===== src/rtl/cmc_pkg.sv =====
package cmc_pkg;
  localparam int BYTE_W   = 8;
  localparam int N_FIELDS = 4;
  // field widths, low field first; the split is fixed by the host's readout
  localparam int FIELD_W [N_FIELDS] = '{8, 7, 8, 7};

  function automatic int field_lsb(int k);
    int s;
    s = 0;
    for (int i = 0; i < k; i++) s += FIELD_W[i];
    return s;
  endfunction

  localparam int CNT_W = field_lsb(N_FIELDS);
  localparam int N_WIN = N_FIELDS / 2;

  typedef logic [BYTE_W-1:0] byte_t;
endpackage


===== src/rtl/cmc_index_reg.sv =====
module cmc_index_reg
  import cmc_pkg::*;
(
  input  logic  clk_i,
  input  logic  rst_ni,
  input  logic  wr_i,
  input  byte_t wdata_i,
  output byte_t idx_o
);
  byte_t idx_q;

  always_ff @(posedge clk_i or negedge rst_ni) begin
    if (!rst_ni)   idx_q <= '0;
    else if (wr_i) idx_q <= wdata_i;
  end

  assign idx_o = idx_q;

  AST_IDX_HOLD: assert property (@(posedge clk_i) disable iff (!rst_ni)
    !wr_i |=> $stable(idx_q));
endmodule


===== src/rtl/cmc_ctrl_reg.sv =====
module cmc_ctrl_reg
  import cmc_pkg::*;
#(
  parameter int EN_BIT = 6
) (
  input  logic  clk_i,
  input  logic  rst_ni,
  input  logic  wr_i,
  input  byte_t wdata_i,
  output byte_t ctrl_o,
  output logic  en_o
);
  byte_t ctrl_q;

  // all bits kept so host read-modify-write preserves them
  always_ff @(posedge clk_i or negedge rst_ni) begin
    if (!rst_ni)   ctrl_q <= '0;
    else if (wr_i) ctrl_q <= wdata_i;
  end

  assign ctrl_o = ctrl_q;
  assign en_o   = ctrl_q[EN_BIT];

  AST_CTRL_HOLD: assert property (@(posedge clk_i) disable iff (!rst_ni)
    !wr_i |=> $stable(ctrl_q));
endmodule


===== src/rtl/cmc_down_counter.sv =====
module cmc_down_counter #(
  parameter int             W    = 30,
  parameter logic [W-1:0]   INIT = '1
) (
  input  logic         clk_i,
  input  logic         rst_ni,
  input  logic         en_i,
  input  logic         tick_i,
  output logic [W-1:0] cnt_o
);
  logic [W-1:0] cnt_q;
  logic         step;

  assign step = en_i & tick_i;

  // modulo 2^W: zero rolls to all ones
  always_ff @(posedge clk_i or negedge rst_ni) begin
    if (!rst_ni)   cnt_q <= INIT;
    else if (step) cnt_q <= cnt_q - W'(1);
  end

  assign cnt_o = cnt_q;

  AST_DEC_ONE: assert property (@(posedge clk_i) disable iff (!rst_ni)
    (en_i && tick_i && cnt_q != '0) |=> (cnt_q + W'(1) == $past(cnt_q)));
  AST_WRAP_ONES: assert property (@(posedge clk_i) disable iff (!rst_ni)
    (en_i && tick_i && cnt_q == '0) |=> (cnt_q == '1));
  AST_HOLD_IDLE: assert property (@(posedge clk_i) disable iff (!rst_ni)
    !(en_i && tick_i) |=> $stable(cnt_q));
endmodule


===== src/rtl/cmc_rd_mux.sv =====
module cmc_rd_mux
  import cmc_pkg::*;
#(
  parameter int    ADDR_W     = 4,
  parameter int    WIN_STRIDE = 8,
  parameter int    IDX_OFS    = 1,
  parameter int    DAT_OFS    = 3,
  parameter byte_t CTRL_IDX   = 8'h01,
  parameter byte_t LO_IDX     = 8'h20,
  parameter byte_t HI_IDX     = 8'h21
) (
  input  logic [ADDR_W-1:0]               addr_i,
  input  logic [N_WIN-1:0][BYTE_W-1:0]    idx_i,
  input  byte_t                           ctrl_i,
  input  logic [N_FIELDS-1:0][BYTE_W-1:0] field_i,
  output byte_t                           rdata_o
);
  always_comb begin
    rdata_o = '0;
    for (int w = 0; w < N_WIN; w++) begin
      if (addr_i == ADDR_W'(w * WIN_STRIDE + IDX_OFS)) begin
        rdata_o = idx_i[w];
      end else if (addr_i == ADDR_W'(w * WIN_STRIDE + DAT_OFS)) begin
        if (idx_i[w] == LO_IDX)                 rdata_o = field_i[2*w];
        else if (idx_i[w] == HI_IDX)            rdata_o = field_i[2*w+1];
        else if (w == 0 && idx_i[w] == CTRL_IDX) rdata_o = ctrl_i;
      end
    end
  end
endmodule


===== src/rtl/clk_meas_counter.sv =====
module clk_meas_counter
  import cmc_pkg::*;
#(
  parameter int               ADDR_W     = 4,
  parameter int               WIN_STRIDE = 8,
  parameter int               IDX_OFS    = 1,
  parameter int               DAT_OFS    = 3,
  parameter byte_t            CTRL_IDX   = 8'h01,
  parameter byte_t            LO_IDX     = 8'h20,
  parameter byte_t            HI_IDX     = 8'h21,
  parameter int               EN_BIT     = 6,
  parameter logic [CNT_W-1:0] INIT_COUNT = '1
) (
  input  logic              clk_i,
  input  logic              rst_ni,
  input  logic              ref_tick_i,
  input  logic [ADDR_W-1:0] bus_addr_i,
  input  logic              bus_wr_i,
  input  logic [7:0]        bus_wdata_i,
  output logic [7:0]        bus_rdata_o
);
  localparam logic [ADDR_W-1:0] PRI_DAT = ADDR_W'(DAT_OFS);
  localparam logic [ADDR_W-1:0] SEC_DAT = ADDR_W'(WIN_STRIDE + DAT_OFS);

  logic [N_WIN-1:0][BYTE_W-1:0]    idx;
  logic [N_FIELDS-1:0][BYTE_W-1:0] field_b;
  logic [CNT_W-1:0]                cnt;
  byte_t                           ctrl;
  logic                            ctrl_wr;
  logic                            cnt_en;

  for (genvar w = 0; w < N_WIN; w++) begin : g_win
    logic idx_wr;
    assign idx_wr = bus_wr_i && (bus_addr_i == ADDR_W'(w * WIN_STRIDE + IDX_OFS));
    cmc_index_reg u_idx (
      .clk_i   (clk_i),
      .rst_ni  (rst_ni),
      .wr_i    (idx_wr),
      .wdata_i (bus_wdata_i),
      .idx_o   (idx[w])
    );
  end

  // only the primary window carries the control register
  assign ctrl_wr = bus_wr_i && (bus_addr_i == PRI_DAT) && (idx[0] == CTRL_IDX);

  cmc_ctrl_reg #(.EN_BIT(EN_BIT)) u_ctrl (
    .clk_i   (clk_i),
    .rst_ni  (rst_ni),
    .wr_i    (ctrl_wr),
    .wdata_i (bus_wdata_i),
    .ctrl_o  (ctrl),
    .en_o    (cnt_en)
  );

  cmc_down_counter #(.W(CNT_W), .INIT(INIT_COUNT)) u_cnt (
    .clk_i  (clk_i),
    .rst_ni (rst_ni),
    .en_i   (cnt_en),
    .tick_i (ref_tick_i),
    .cnt_o  (cnt)
  );

  for (genvar k = 0; k < N_FIELDS; k++) begin : g_fld
    localparam int LSB = field_lsb(k);
    localparam int FW  = FIELD_W[k];
    assign field_b[k] = BYTE_W'(cnt[LSB +: FW]);
  end

  cmc_rd_mux #(
    .ADDR_W     (ADDR_W),
    .WIN_STRIDE (WIN_STRIDE),
    .IDX_OFS    (IDX_OFS),
    .DAT_OFS    (DAT_OFS),
    .CTRL_IDX   (CTRL_IDX),
    .LO_IDX     (LO_IDX),
    .HI_IDX     (HI_IDX)
  ) u_rd (
    .addr_i  (bus_addr_i),
    .idx_i   (idx),
    .ctrl_i  (ctrl),
    .field_i (field_b),
    .rdata_o (bus_rdata_o)
  );

  AST_SEC_NO_CTRL: assert property (@(posedge clk_i) disable iff (!rst_ni)
    (bus_wr_i && bus_addr_i == SEC_DAT) |=> $stable(ctrl));
  AST_PRI_HI_TOP_ZERO: assert property (@(posedge clk_i) disable iff (!rst_ni)
    (bus_addr_i == PRI_DAT && idx[0] == HI_IDX) |-> !bus_rdata_o[BYTE_W-1]);
  AST_SEC_HI_TOP_ZERO: assert property (@(posedge clk_i) disable iff (!rst_ni)
    (bus_addr_i == SEC_DAT && idx[1] == HI_IDX) |-> !bus_rdata_o[BYTE_W-1]);
endmodule


===== config.mk =====
export PLATFORM = sky130hd
export DESIGN_NAME = clk_meas_counter
export DESIGN_NICKNAME = d
export VERILOG_FILES = /design/src/rtl/cmc_pkg.sv /design/src/rtl/cmc_index_reg.sv /design/src/rtl/cmc_ctrl_reg.sv /design/src/rtl/cmc_down_counter.sv /design/src/rtl/cmc_rd_mux.sv /design/src/rtl/clk_meas_counter.sv
export SDC_FILE = /design/constraint.sdc
export NUM_CORES = 1
export LEC_CHECK = 0
export BUFFER_PORTS_ARGS = -buffer_cell sky130_fd_sc_hd__clkbuf_2
export CAP_MARGIN = 20
export CORE_MARGIN = 2
export CORE_UTILIZATION = 60
export DETAILED_ROUTE_END_ITERATION = 10
export PLACE_DENSITY = 0.76
export SLEW_MARGIN = 20
export SYNTH_ARGS = -nofsm -noshare
export SYNTH_HDL_FRONTEND = slang
export SYNTH_SLANG_ARGS = --single-unit

===== constraint.sdc =====
create_clock -name clk_i -period 3.4 [get_ports clk_i]
set_input_delay 0.68 -clock clk_i [delete_from_list [all_inputs] [get_ports clk_i]]
set_output_delay 0.68 -clock clk_i [all_outputs]
set_load 0.1 [all_outputs]

==> impl_metrics.tcl <==
set metrics [dict create \
    max-vdd-ir-drop_mv 0.453 \
    synth_area_per_cell_sq_um 11.7 \
    firstDrtPassIters 4 \
    routed-via-count 2016 \
    main_combinational_cell_family_by_area_after_synthesis "simple AND/OR/NAND/NOR gates" \
    final_hold_vio_count 0 \
    detail_route.wl_per_cell_um 19.5 \
    synth_simple_gate_area_share 0.172 \
    critPathArrivalTime_ns 2.40 \
    cts_repair_resize_count 0 \
    critPathRequiredTime_ns 2.72 \
    routed_wirelength_mm 6.19 \
    grtUsageMet1 0.361 \
    critPathMaxFanout 11 \
    regToRegEndpoint "u_ctrl.ctrl_o[5]" \
    grt_pass1_vias 2034 \
    grt_start_max_net_pins 38 \
    mostFrequentLayoutCells "30 x mux2_2, 30 x dfstp_2, 24 x xor2_1, 24 x dfrtp_1, 15 x clkbuf_2" \
    timing.reg2reg.setup_slack_ns 1.24 \
    synthDistinctLibCells 43 \
    skew_ns 0.00726 \
    holdCritPathClass "in -> async" \
    utilization 0.724 \
    tightestPinTransition_ns 0.632 \
    grt_usage 0.256 \
    layoutNonFillerInstCount 317 \
    dieArea_sq_mm 0.00527 \
    p_leak_nw 1.46 \
    timing.fmax_mhz 324 \
    gp_congestion 0.927 \
    startpoint "g_win[0].u_idx.idx_o[0]" \
    synth-main-ff-cell "dfstp_2" \
    max-cap-violations 0 \
    outcome "completed" \
    slew_violations 0 \
    number_of_antenna_violations_at_the_first_check_in_global_routing 0 \
    synth_cells 241 \
    grt_pass1_wl_mm 10.1 \
    placedCellCount 309 \
    floorplan.rows 24 \
    nNetsFinal 281 \
    globalRoute.totalOverflow 0 \
    synth_adder_area_share 0.00443 \
    cts.repair_timing.setup_buffer_count 0 \
    drive_above_1_share 0.392 \
    timing.rr.start "g_win[0].u_idx.idx_o[0]" \
    num_ports 24 \
    dp_hpwl_mm 4.63 \
    antenna-diode-count 0 \
    synth.mux.area_fraction 0.147 \
    clk_pin_slew_worst_paths_ns 0.10 \
    clkLatencyLatePin_ns 0.31 \
    synth_xor_xnor_area_share 0.0837 \
    grt_most_used_layer "met2" \
    fin_setup_tns_ns 0 \
    setup_viol 0 \
    global_route.usage.met3 0.0442 \
    synth_enable_flop_cells 0 \
    clockRootBuffer "clkbuf_8" \
    numClockSinks 54 \
    die-width_um 72.6 \
    use_met2 0.404 \
    antenna_violating_nets_post_route 0 \
    initial_core_util 0.636 \
    overall_power_consumption_mw 2.40 \
    portBuffers 23 \
    timing_worst_setup_path_type "reg -> out" \
    ff2ff_path_depth 3 \
    worst_max_slew_margin_expressed_relative_to_the_limit 0.578 \
    areaGrowthSynthToFinish_pct 13.8 \
    synthesis.area_sq_mm 0.00283 \
    worstSetupStartpointType "register" \
    tritoncts_clock_tree "done" \
    grt_setup_unrepaired "no" \
    clk_path_buf_depth 2 \
    setup.worst_path.end_class "primary output" \
    synth.yosys.warnings 0 \
    chipHeight_um 72.6 \
    drt_iter0_drc 148 \
    ys_ff_latch 54 \
    synth_fp_nets 258 \
    finalCritPeriodShare 0.907 \
    remaining_design_rule_violation_count 0 \
    hold_buffers 0 \
    powerDensity_mw_per_mm2 747 \
    ys_async_sr_fraction 1.00 \
    coreArea_sq_mm 0.00444 \
    sequential_area_share_after_synthesis 0.492 \
    post-route-min-period_ns 3.08 \
    numCtsBuffers 5 \
    crit_path_end "bus_rdata_o[0]" \
    drt-vias-per-instance 6.36 \
    fraction_of_the_mapped_netlist_area_in_compound_gates 0.0828 \
    htree_levels 2 \
]
worst max-delay path, stage by stage, from the launching register on:
cell	delay [ns]
dfrtp_1	0.61
nor2b_1	0.59
a22o_1	0.25
a22oi_1	0.10
a21oi_1	0.32
buf_12	0.22
cell type report:
class                      count  area (sq um)
clock buffer                   8           111
multi-input combinational    176          1390
timing repair buffer          25           250
inverter                       2          7.51
fill                         323          1230
tap                           52          65.1
sequential                    54          1390
cells by family (layout without fill, tap and decap cells):
group,after synthesis,count (layout)
AO/OA/AOI/OAI,34,34
XOR/XNOR,27,27
adder cells (fa/ha/maj),1,1
buffers and inverters,11,35
flip-flops,54,54
multiplexers,37,37
AND/OR/NAND/NOR,77,77
sequential cells by signal, indices dropped and copies added, names as in the netlist:
register	count
g_win.u_idx.idx_o	16
u_ctrl.ctrl_o	8
u_cnt.cnt_o	30
synth_stat cells (all sizes together), types with 3 or more instances:
cell type,count,area (sq um)
xnor2,3,26.3
nor2,11,41.3
a21oi,7,35.0
o21ai,3,15.0
nand3,8,40.0
a22o,7,61.3
dfrtp,24,601
nor4,13,121
nor3,11,55.1
mux2,37,417
xor2,24,210
a22oi,7,52.6
clkbuf,7,26.3
o22ai,6,37.5
or3,3,18.8
dfstp,30,788
or4,4,37.5
nand2,12,52.6
nor4b,3,26.3
through the flow:
step / worst slack [ns] / cell area (sq um) / hold WS, ns
2_1_floorplan: -0.304 / 2830 / 0.384
3_3_place_gp: 0.436 / 3100 / 0.470
3_5_place_dp: 0.411 / 3100 / 0.475
4_1_cts: 0.354 / 3220 / 0.293
5_1_grt: 0.199 / 3220 / 0.329
6_report: 0.315 / 3220 / 0.292
worst min-delay path by stage:
| stage | start | end | slack (ns) | depth (start not counted) |
|---|---|---|---|---|
| finish | rst_ni | u_ctrl.ctrl_o[0] | 0.29 | 1 |
| global route | rst_ni | u_ctrl.ctrl_o[0] | 0.33 | 1 |
| CTS | rst_ni | u_ctrl.ctrl_o[0] | 0.29 | 1 |
| detailed placement | u_cnt.cnt_o[6] | u_cnt.cnt_o[6] | 0.48 | 2 |
| global placement | u_cnt.cnt_o[2] | u_cnt.cnt_o[2] | 0.47 | 2 |
| floorplan | rst_ni | g_win[0].u_idx.idx_o[0] | 0.38 | 0 |
per-layer routing:
layer	wire length, um	up-vias
met3	225	10
met5	0	-
met4	97	0
met1	2900	998
met2	2960	57
li1	-	951
power breakdown:
| group | total (mW) | internal, mW | leakage (nW) | switching, mW |
|---|---|---|---|---|
| logic | 0.804 | 0.366 | 0.789 | 0.437 |
| clock network | 0.415 | 0.211 | 0.0566 | 0.205 |
| registers | 1.18 | 0.928 | 0.618 | 0.256 |
| total | 2.40 | 1.51 | 1.46 | 0.897 |
Note: power is estimated with default switching activity, not from simulation.
